$ cat config.mk
export PLATFORM = sky130hd
export DESIGN_NAME = bcd_countdown_timer
export DESIGN_NICKNAME = d
export VERILOG_FILES = /design/src/rtl/cdt_pkg.sv /design/src/rtl/cdt_field_sel.sv /design/src/rtl/cdt_bcd_field.sv /design/src/rtl/bcd_countdown_timer.sv
export SDC_FILE = /design/constraint.sdc
export NUM_CORES = 1
export LEC_CHECK = 0
export ABC_AREA = 1
export BUFFER_PORTS_ARGS = -buffer_cell sky130_fd_sc_hd__clkbuf_2
export CORE_ASPECT_RATIO = 0.7
export CORE_MARGIN = 4
export CORE_UTILIZATION = 50
export DETAILED_ROUTE_END_ITERATION = 7
export GPL_TIMING_DRIVEN = 0
export PLACE_DENSITY = 0.8
export SLEW_MARGIN = 25
export SYNTH_ARGS = -nofsm -noshare
export SYNTH_HDL_FRONTEND = slang
export SYNTH_SLANG_ARGS = --single-unit
$ cat constraint.sdc
create_clock -name clk -period 3.65 [get_ports clk]
set_clock_uncertainty 0.05 [all_clocks]
set_input_delay 0.73 -clock clk [delete_from_list [all_inputs] [get_ports clk]]
set_output_delay 0.73 -clock clk [all_outputs]
set_load 0.01 [all_outputs]
$ cat src/rtl/cdt_pkg.sv
package cdt_pkg;

  localparam int N_FIELDS = 3;  // index 0 hours, 1 minutes, 2 seconds

  // highest tens digit a field may hold
  function automatic int field_tens_lim(int idx);
    return (idx == 0) ? 2 : 5;
  endfunction

  // highest units digit when tens sits at its limit
  function automatic int field_units_lim(int idx);
    return (idx == 0) ? 3 : 9;
  endfunction

endpackage

$ cat src/rtl/cdt_field_sel.sv
module cdt_field_sel #(
  parameter int N_FIELDS = 3
) (
  input  logic                clk,
  input  logic                rst_n,
  input  logic                sel_key,
  output logic [N_FIELDS-1:0] sel
);

  logic [N_FIELDS-1:0] sel_q, sel_d;

  always_comb begin
    sel_d = sel_q;
    if (sel_key) sel_d = {sel_q[N_FIELDS-2:0], sel_q[N_FIELDS-1]};
  end

  always_ff @(posedge clk or negedge rst_n) begin
    if (!rst_n) sel_q <= {{(N_FIELDS-1){1'b0}}, 1'b1};
    else        sel_q <= sel_d;
  end

  assign sel = sel_q;


  sel_onehot_chk: assert property (@(posedge clk) disable iff (!rst_n)
    $countones(sel_q) == 1);


  sel_hold_chk: assert property (@(posedge clk) disable iff (!rst_n)
    !sel_key |=> $stable(sel_q));

endmodule

$ cat src/rtl/cdt_bcd_field.sv
module cdt_bcd_field #(
  parameter int DIGIT_W   = 4,
  parameter int TENS_LIM  = 5,
  parameter int UNITS_LIM = 9
) (
  input  logic                 clk,
  input  logic                 rst_n,
  input  logic                 inc,
  input  logic                 dec,
  output logic [2*DIGIT_W-1:0] value,
  output logic                 is_zero
);

  localparam int FW = 2 * DIGIT_W;
  localparam logic [DIGIT_W-1:0] TL   = DIGIT_W'(TENS_LIM);
  localparam logic [DIGIT_W-1:0] UL   = DIGIT_W'(UNITS_LIM);
  localparam logic [DIGIT_W-1:0] NINE = DIGIT_W'(9);
  localparam logic [DIGIT_W-1:0] ONE  = DIGIT_W'(1);

  logic [DIGIT_W-1:0] tens_q, units_q, tens_d, units_d;
  logic               at_top, at_zero;

  assign at_top  = (tens_q == TL) && (units_q == UL);
  assign at_zero = (tens_q == '0) && (units_q == '0);

  always_comb begin
    tens_d  = tens_q;
    units_d = units_q;
    if (inc) begin
      if (at_top) begin
        tens_d  = '0;
        units_d = '0;
      end else if (units_q == NINE) begin
        tens_d  = tens_q + ONE;
        units_d = '0;
      end else begin
        units_d = units_q + ONE;
      end
    end else if (dec) begin
      if (at_zero) begin
        tens_d  = TL;
        units_d = UL;
      end else if (units_q == '0) begin
        tens_d  = tens_q - ONE;
        units_d = NINE;
      end else begin
        units_d = units_q - ONE;
      end
    end
  end

  always_ff @(posedge clk or negedge rst_n) begin
    if (!rst_n) begin
      tens_q  <= '0;
      units_q <= '0;
    end else if (inc || dec) begin
      tens_q  <= tens_d;
      units_q <= units_d;
    end
  end

  assign value   = {tens_q, units_q};
  assign is_zero = at_zero;


  field_range_chk: assert property (@(posedge clk) disable iff (!rst_n)
    (units_q <= NINE) && ((tens_q < TL) || ((tens_q == TL) && (units_q <= UL))));


  inc_dec_excl_chk: assert property (@(posedge clk) disable iff (!rst_n)
    !(inc && dec));


  dec_from_zero_chk: assert property (@(posedge clk) disable iff (!rst_n)
    (dec && at_zero) |=> (value == {TL, UL}));

endmodule

$ cat src/rtl/bcd_countdown_timer.sv
module bcd_countdown_timer #(
  parameter int DIGIT_W = 4
) (
  input  logic                 clk,
  input  logic                 rst_n,
  input  logic                 tick,
  input  logic                 run,
  input  logic                 sel_key,
  input  logic                 up,
  input  logic                 down,
  output logic [2*DIGIT_W-1:0] hours,
  output logic [2*DIGIT_W-1:0] minutes,
  output logic [2*DIGIT_W-1:0] seconds,
  output logic                 final_ten,
  output logic                 done
);

  import cdt_pkg::*;

  localparam int FW    = 2 * DIGIT_W;
  localparam int F_HR  = 0;
  localparam int F_MIN = 1;
  localparam int F_SEC = N_FIELDS - 1;

  // reset: asserted asynchronously, released after two clock edges
  logic rst_q1, rst_q2, rst_sync_n;

  always_ff @(posedge clk or negedge rst_n) begin
    if (!rst_n) begin
      rst_q1 <= 1'b0;
      rst_q2 <= 1'b0;
    end else begin
      rst_q1 <= 1'b1;
      rst_q2 <= rst_q1;
    end
  end

  assign rst_sync_n = rst_q2;

  logic [N_FIELDS-1:0] sel, is_zero, fld_inc, fld_dec, borrow;
  logic [FW-1:0]       fld_val [N_FIELDS];
  logic                adj_req, step_up, step_dn, all_zero, count_en, last_sec;
  logic                done_d, done_q;

  cdt_field_sel #(.N_FIELDS(N_FIELDS)) i_sel (
    .clk     (clk),
    .rst_n   (rst_sync_n),
    .sel_key (sel_key),
    .sel     (sel)
  );

  assign adj_req  = tick && (up || down);
  assign step_up  = tick && up;
  assign step_dn  = tick && down && !up;
  assign all_zero = &is_zero;
  assign count_en = tick && run && !(up || down) && !all_zero;

  // borrow chain from seconds towards hours
  always_comb begin
    borrow[F_SEC] = 1'b1;
    for (int i = N_FIELDS - 2; i >= 0; i--) begin
      borrow[i] = borrow[i+1] && is_zero[i+1];
    end
  end

  always_comb begin
    for (int i = 0; i < N_FIELDS; i++) begin
      fld_inc[i] = step_up && sel[i];
      fld_dec[i] = (step_dn && sel[i]) || (count_en && borrow[i]);
    end
  end

  for (genvar g = 0; g < N_FIELDS; g++) begin : g_field
    cdt_bcd_field #(
      .DIGIT_W   (DIGIT_W),
      .TENS_LIM  (field_tens_lim(g)),
      .UNITS_LIM (field_units_lim(g))
    ) i_field (
      .clk     (clk),
      .rst_n   (rst_sync_n),
      .inc     (fld_inc[g]),
      .dec     (fld_dec[g]),
      .value   (fld_val[g]),
      .is_zero (is_zero[g])
    );
  end

  assign last_sec = is_zero[F_HR] && is_zero[F_MIN] && (fld_val[F_SEC] == FW'(1));
  assign done_d   = count_en && last_sec;

  always_ff @(posedge clk or negedge rst_sync_n) begin
    if (!rst_sync_n) done_q <= 1'b0;
    else             done_q <= done_d;
  end

  assign hours     = fld_val[F_HR];
  assign minutes   = fld_val[F_MIN];
  assign seconds   = fld_val[F_SEC];
  assign final_ten = is_zero[F_HR] && is_zero[F_MIN] &&
                     (fld_val[F_SEC][FW-1:DIGIT_W] == '0);
  assign done      = done_q;


  hold_between_ticks_chk: assert property (@(posedge clk) disable iff (!rst_sync_n)
    !tick |=> $stable({hours, minutes, seconds}));


  run_low_hold_chk: assert property (@(posedge clk) disable iff (!rst_sync_n)
    (tick && !run && !up && !down) |=> $stable({hours, minutes, seconds}));


  zero_hold_chk: assert property (@(posedge clk) disable iff (!rst_sync_n)
    (all_zero && !adj_req) |=> all_zero);


  done_pulse_chk: assert property (@(posedge clk) disable iff (!rst_sync_n)
    done_q |=> !done_q);


  done_zero_chk: assert property (@(posedge clk) disable iff (!rst_sync_n)
    done_q |-> (all_zero && final_ten));


  adjust_wins_chk: assert property (@(posedge clk) disable iff (!rst_sync_n)
    adj_req |-> !count_en);

endmodule

Yosys cells after proc, flatten, opt, wreduce, memory -nomap -nowiden
Cells that the tools add are included.

storage, ports and cells
  output and inout bits = 26
  input bits = 7
  logic and storage cells = 123
  bits in registers = 30

operators by class
  reductions and logical operators = 54
  add/subtract/negate cells = 12
  multiplexer cells = 36
  equal/unequal tests = 11

operator list
  cell                 number
  $mux 4               36
  $logic_and 1x1->1    25
  $add 4x1->4 const B  6
  $logic_not 4->1      6
  $sub 4x1->4 const B  6
  $eq 4x4->1 const B   3
  $reduce_and 4->1     3
  $ne 3x3->1 const B   3
  $reduce_bool 3->1    3
  $eq 4x2->1 const B   2
  $eq 4x3->1 const B   2
  $eq 8x1->1 const B   1
  $logic_or 1x1->1     7
  $reduce_and 2->1     3
  $reduce_bool 2->1    3
  $logic_not 1->1      3
  $reduce_and 3->1     1

Depth between registers and ports, before layout
  word-level depth = 9
  mapped depth = 10
  gate-level depth less buffers = 10

Modules after synthesis
A second synthesis with hierarchy kept.

unflattened totals
  cell total of the unflattened synthesis = 367
  area, all modules = 2555.0 um^2

by module, submodules not included
  module                                  seq. area each (um^2)  times used  cells each  area an instance (um^2)
  cdt_bcd_field (g_field[1].i_field ...)  200.2                  2           99          693.2
  cdt_bcd_field (g_field[0].i_field)      200.2                  1           112         797.0
  bcd_countdown_timer                     75.1                   1           44          257.7
  cdt_field_sel                           76.3                   1           13          113.9

Least setup slack after synthesis
Ideal clock, no wire load.

  path type = flip-flop to output port
  from = register g_field[1].i_field.units_q[0]
  to = output port final_ten
  required time = 2870 ps
  buffers on the path = 0
  slack = 1520 ps
  cell stages (with the launch flop) = 7
  data arrival time = 1350 ps
  cell sequence = dfrtp_1 > inv_1 > ha_1 > nand2_1 > nor2_4 > inv_1 > nor3_2

on the way
  longest elaborated chain between the ends = 4

RTL lines
  what                            line                       source
  from (decl)                     cdt_bcd_field.sv:20        logic [DIGIT_W-1:0] tens_q, units_q, tens_d, units_d;
  from (signal assigned)          cdt_bcd_field.sv:58        units_q <= units_d;
  $logic_not 4->1                 cdt_bcd_field.sv:24        assign at_zero = (tens_q == '0) && (units_q == '0);
  $logic_and 1x1->1               cdt_bcd_field.sv:24
  $logic_and 1x1->1 (2 in a row)  bcd_countdown_timer.sv:99  assign final_ten = is_zero[F_HR] && is_zero[F_MIN] &&
  to (decl)                       bcd_countdown_timer.sv:14  output logic final_ten,

No other way between the ends.

Worst setup path after layout
Same ends and word-level chain as after synthesis.

==> impl_results.md <==
- Synth Area per Inst: 7.25 µm²
- Setup_tns: 0 ns
- Syn_nets: 363
- Initial antenna violation count: 0
- Post-CTS Resized: 0
- Path type of the worst setup path: flip-flop to output pin
- Status: finished, final reports clean
- Static leakage: 1.44 nW
- Net Sw Frac: 50.1%
- Placed insts: 435
- Layout area overhead: 13.7%
- Vias in the first global route: about 2000
- Asr flop ratio synth: 100%
- Nets: approximately 400
- Worst EP arrival: between 1.5 and 2 ns
- Ys flop type: dfrtp_1
- Max frequency: 0.368 GHz
- Layout Cells excl Fill: 443
- Commonest cells after routing, fill and taps aside: nand2_1, nand3_1, inv_1
- VDD IR max: 404 µV
- Clk pwr share: between 10% and 20%
- Netlist Area Pre-Place: 2440 µm²
- Die height: ~66 µm
- Hold Slack: about 0.17 ns
- Post-CTS Repair Setup Buffers: 0
- CP Capture Type: output pin
- Largest family of logic cells by synthesized area: simple AND/OR/NAND/NOR gates
- PD cells: slightly above 800 nW/µm²
- Vias: 2331
- Routability Congestion: slightly below 0.9
- RSZ-0062 raised after global routing: false
- Worst Path Required: 2.87 ns
- Fin crit share: 74.5%
- Starting DRC count in detailed routing: ~170
- H-tree levels: 2
- Chip width: between 90 and 100 µm
- R2r startpoint: g_field[1].i_field.units_q[0]$_DFFE_PN0P_
- Ports: 33
- Sink Count: 30
- GRT Residual Overflow: 0
- Worst setup margin: 0.932 ns
- Vias per cell: 5.26
- Final hold vios: 0
- Worst Tran Pin Value: around 0.62 ns
- EDFF count, synth: 0
- Psw: 1.15 mW
- Commonest non-fill, non-tap cell in the layout: nand2_1
- Final WL: 5440 µm
- First-pass GRT wire length: between 9000 and 10000 µm
- Combinational power share: 58.7%
- Worst setup path start: g_field[1].i_field.units_q[0]$_DFFE_PN0P_
- Core area: 4530 µm²
- XOR/XNOR Fraction of Synth Area: 4.66%
- HPWL after DPL: 4130 µm
- Worst hold path class: input port to async pin
- Netlist cell types: 30
- Tot GR Track Use: between 10% and 20%
- Pint: 1.15 mW
- Seq/Total Area, Yosys: a little under a third
- Layout cells sized above 1: roughly 20%
- Avg WL per Cell: 12.3 µm
- Reg clk slew, reported paths: 0.06 ns
- Post-synthesis compound-gate area fraction: 10.6%
- CTS tree: done
- Hold-fix buffers, CTS: 0
- TritonCTS Buffers: 5
- Area share of fa/ha/maj cells after synthesis: about a tenth
- Clk buf depth: 2
- Mux cell area share after synthesis: 0%
- Die ar.: between 6000 and 7000 µm²
- Cells after Synth: approximately 340
- Routed Antenna Nets: 0
- Post-Synth Simple-Gate Area: 35.6%
- Largest net degree at the start of global routing: 29
- Worst-Skew Late Latency: 0.28 ns
- PortBufs: 32
- Row count: 20
- Slew Limit Fails: 0
- Pre-CTS setup slack: around 1.2 ns
- Synth Register Bits: 30
- Tmin final: 2.72 ns
- CTS Root Cell: clkbuf_8
- Initial Util: a little over half
- Crit path launch type: flip-flop
- Crit path max fanout: 6
- Reg power frac: between 20% and 30%
- Residual DRC count: 0
- Max Cap Violations: 0
- Yosys warnings: 0
- Total power draw: 2.30 mW
- Worst slew margin: 58.6%
- First-pass DRT Iterations: 5
- Final Setup Violations: 0
- Antenna diodes: 0
[stage by stage]
stage	utilization, %	area (µm²)
4_1_cts	61.3	2780
6_report	61.3	2780
3_5_place_dp	59.3	2690
2_1_floorplan	-	2440
5_1_grt	61.3	2780
3_3_place_gp	59.3	2690
[power groups by stage]
| stage | clock [mW] | sequential, mW | combinational (mW) |
|---|---|---|---|
| finish | 0.275 | 0.673 | 1.35 |
| global route | 0.300 | 0.708 | 1.51 |
| CTS | 0.283 | 0.673 | 1.34 |
| detailed placement | 0 | 0.677 | 1.33 |
| global placement | 0 | 0.668 | 1.30 |
| floorplan | 0 | 0.691 | 0.953 |
[cell usage after synthesis, types with 2 or more instances]
cell / count / area (µm²)
nand2_1: 91 / 342
buf_6: 4 / 45.0
nand2_4: 2 / 22.5
inv_1: 38 / 143
a21oi_1: 7 / 35.0
nand3_2: 4 / 40.0
xnor2_1: 5 / 43.8
nand3_1: 40 / 200
nand4_1: 7 / 43.8
o21ai_2: 7 / 61.3
nor2_1: 23 / 86.3
o21ai_0: 26 / 130
nand2_2: 6 / 37.5
inv_2: 2 / 7.51
o22ai_1: 2 / 12.5
xor2_1: 8 / 70.1
dfrtp_1: 29 / 726
ha_1: 19 / 238
nor2_4: 6 / 67.6
[sequential cells by signal (all words and copies together) (netlist names)]
name                     cells
done                         1
rst_q2                       1
rst_q1                       1
g_field.i_field.tens_q      12
g_field.i_field.units_q     12
i_sel.sel                    3
[kinds of logic (layout without fill, tap and decap cells)]
group                      count (synthesis)  after routing
buffers and inverters                     46             86
other                                      1              1
xor gates and xnor gates                  13             13
and+or+nand+nor                          183            183
AOI/OAI and AO/OA                         45             45
DFF                                       30             30
adders and majority gates                 19             19
[per-layer routing]
layer | GRT usage, % | vias to the layer above | share of wire [%]
met1 | 27.2 | 1056 | 50
met2 | 27.3 | 99 | 41
met5 | 0 | - | 0
met3 | 4.51 | 9 | 8.3
met4 | 4.70 | 0 | 0.88
li1 | - | 1167 | -
[worst max-delay path, stage by stage, from the launching register on]
cell and delay [ns]:
dfrtp_1 0.45, inv_1 0.17, ha_1 0.24, nand2_1 0.14
nor2_4 0.22, inv_1 0.11, nor3_2 0.16, clkbuf_2 0.17
[area by class of cell]
class / count / area [µm²]
Inverter: 40 / 150
Timing Repair Buffer: 32 / 160
Tap cell: 66 / 82.6
Buffer: 6 / 57.6
Clock buffer: 7 / 86.3
Multi-Input combinational cell: 261 / 1480
Sequential cell: 30 / 753
Fill cell: 401 / 1750
Clock inverter: 1 / 5.00
[worst paths after layout]
check	end	slack [ns]	cells past startpoint
min in group clk	rst_q2$_DFF_PN0_	0.30	0
max reg2reg	g_field[0].i_field.tens_q[1]$_DFFE_PN0P_	1.74	9
max in group asynchronous	g_field[0].i_field.tens_q[3]$_DFFE_PN0P_	2.91	0
min reg2reg	done$_DFF_PN0_	0.24	0
min	rst_q2$_DFF_PN0_	0.17	1
max	final_ten	0.93	7
Power figures use the tool's default switching activity.
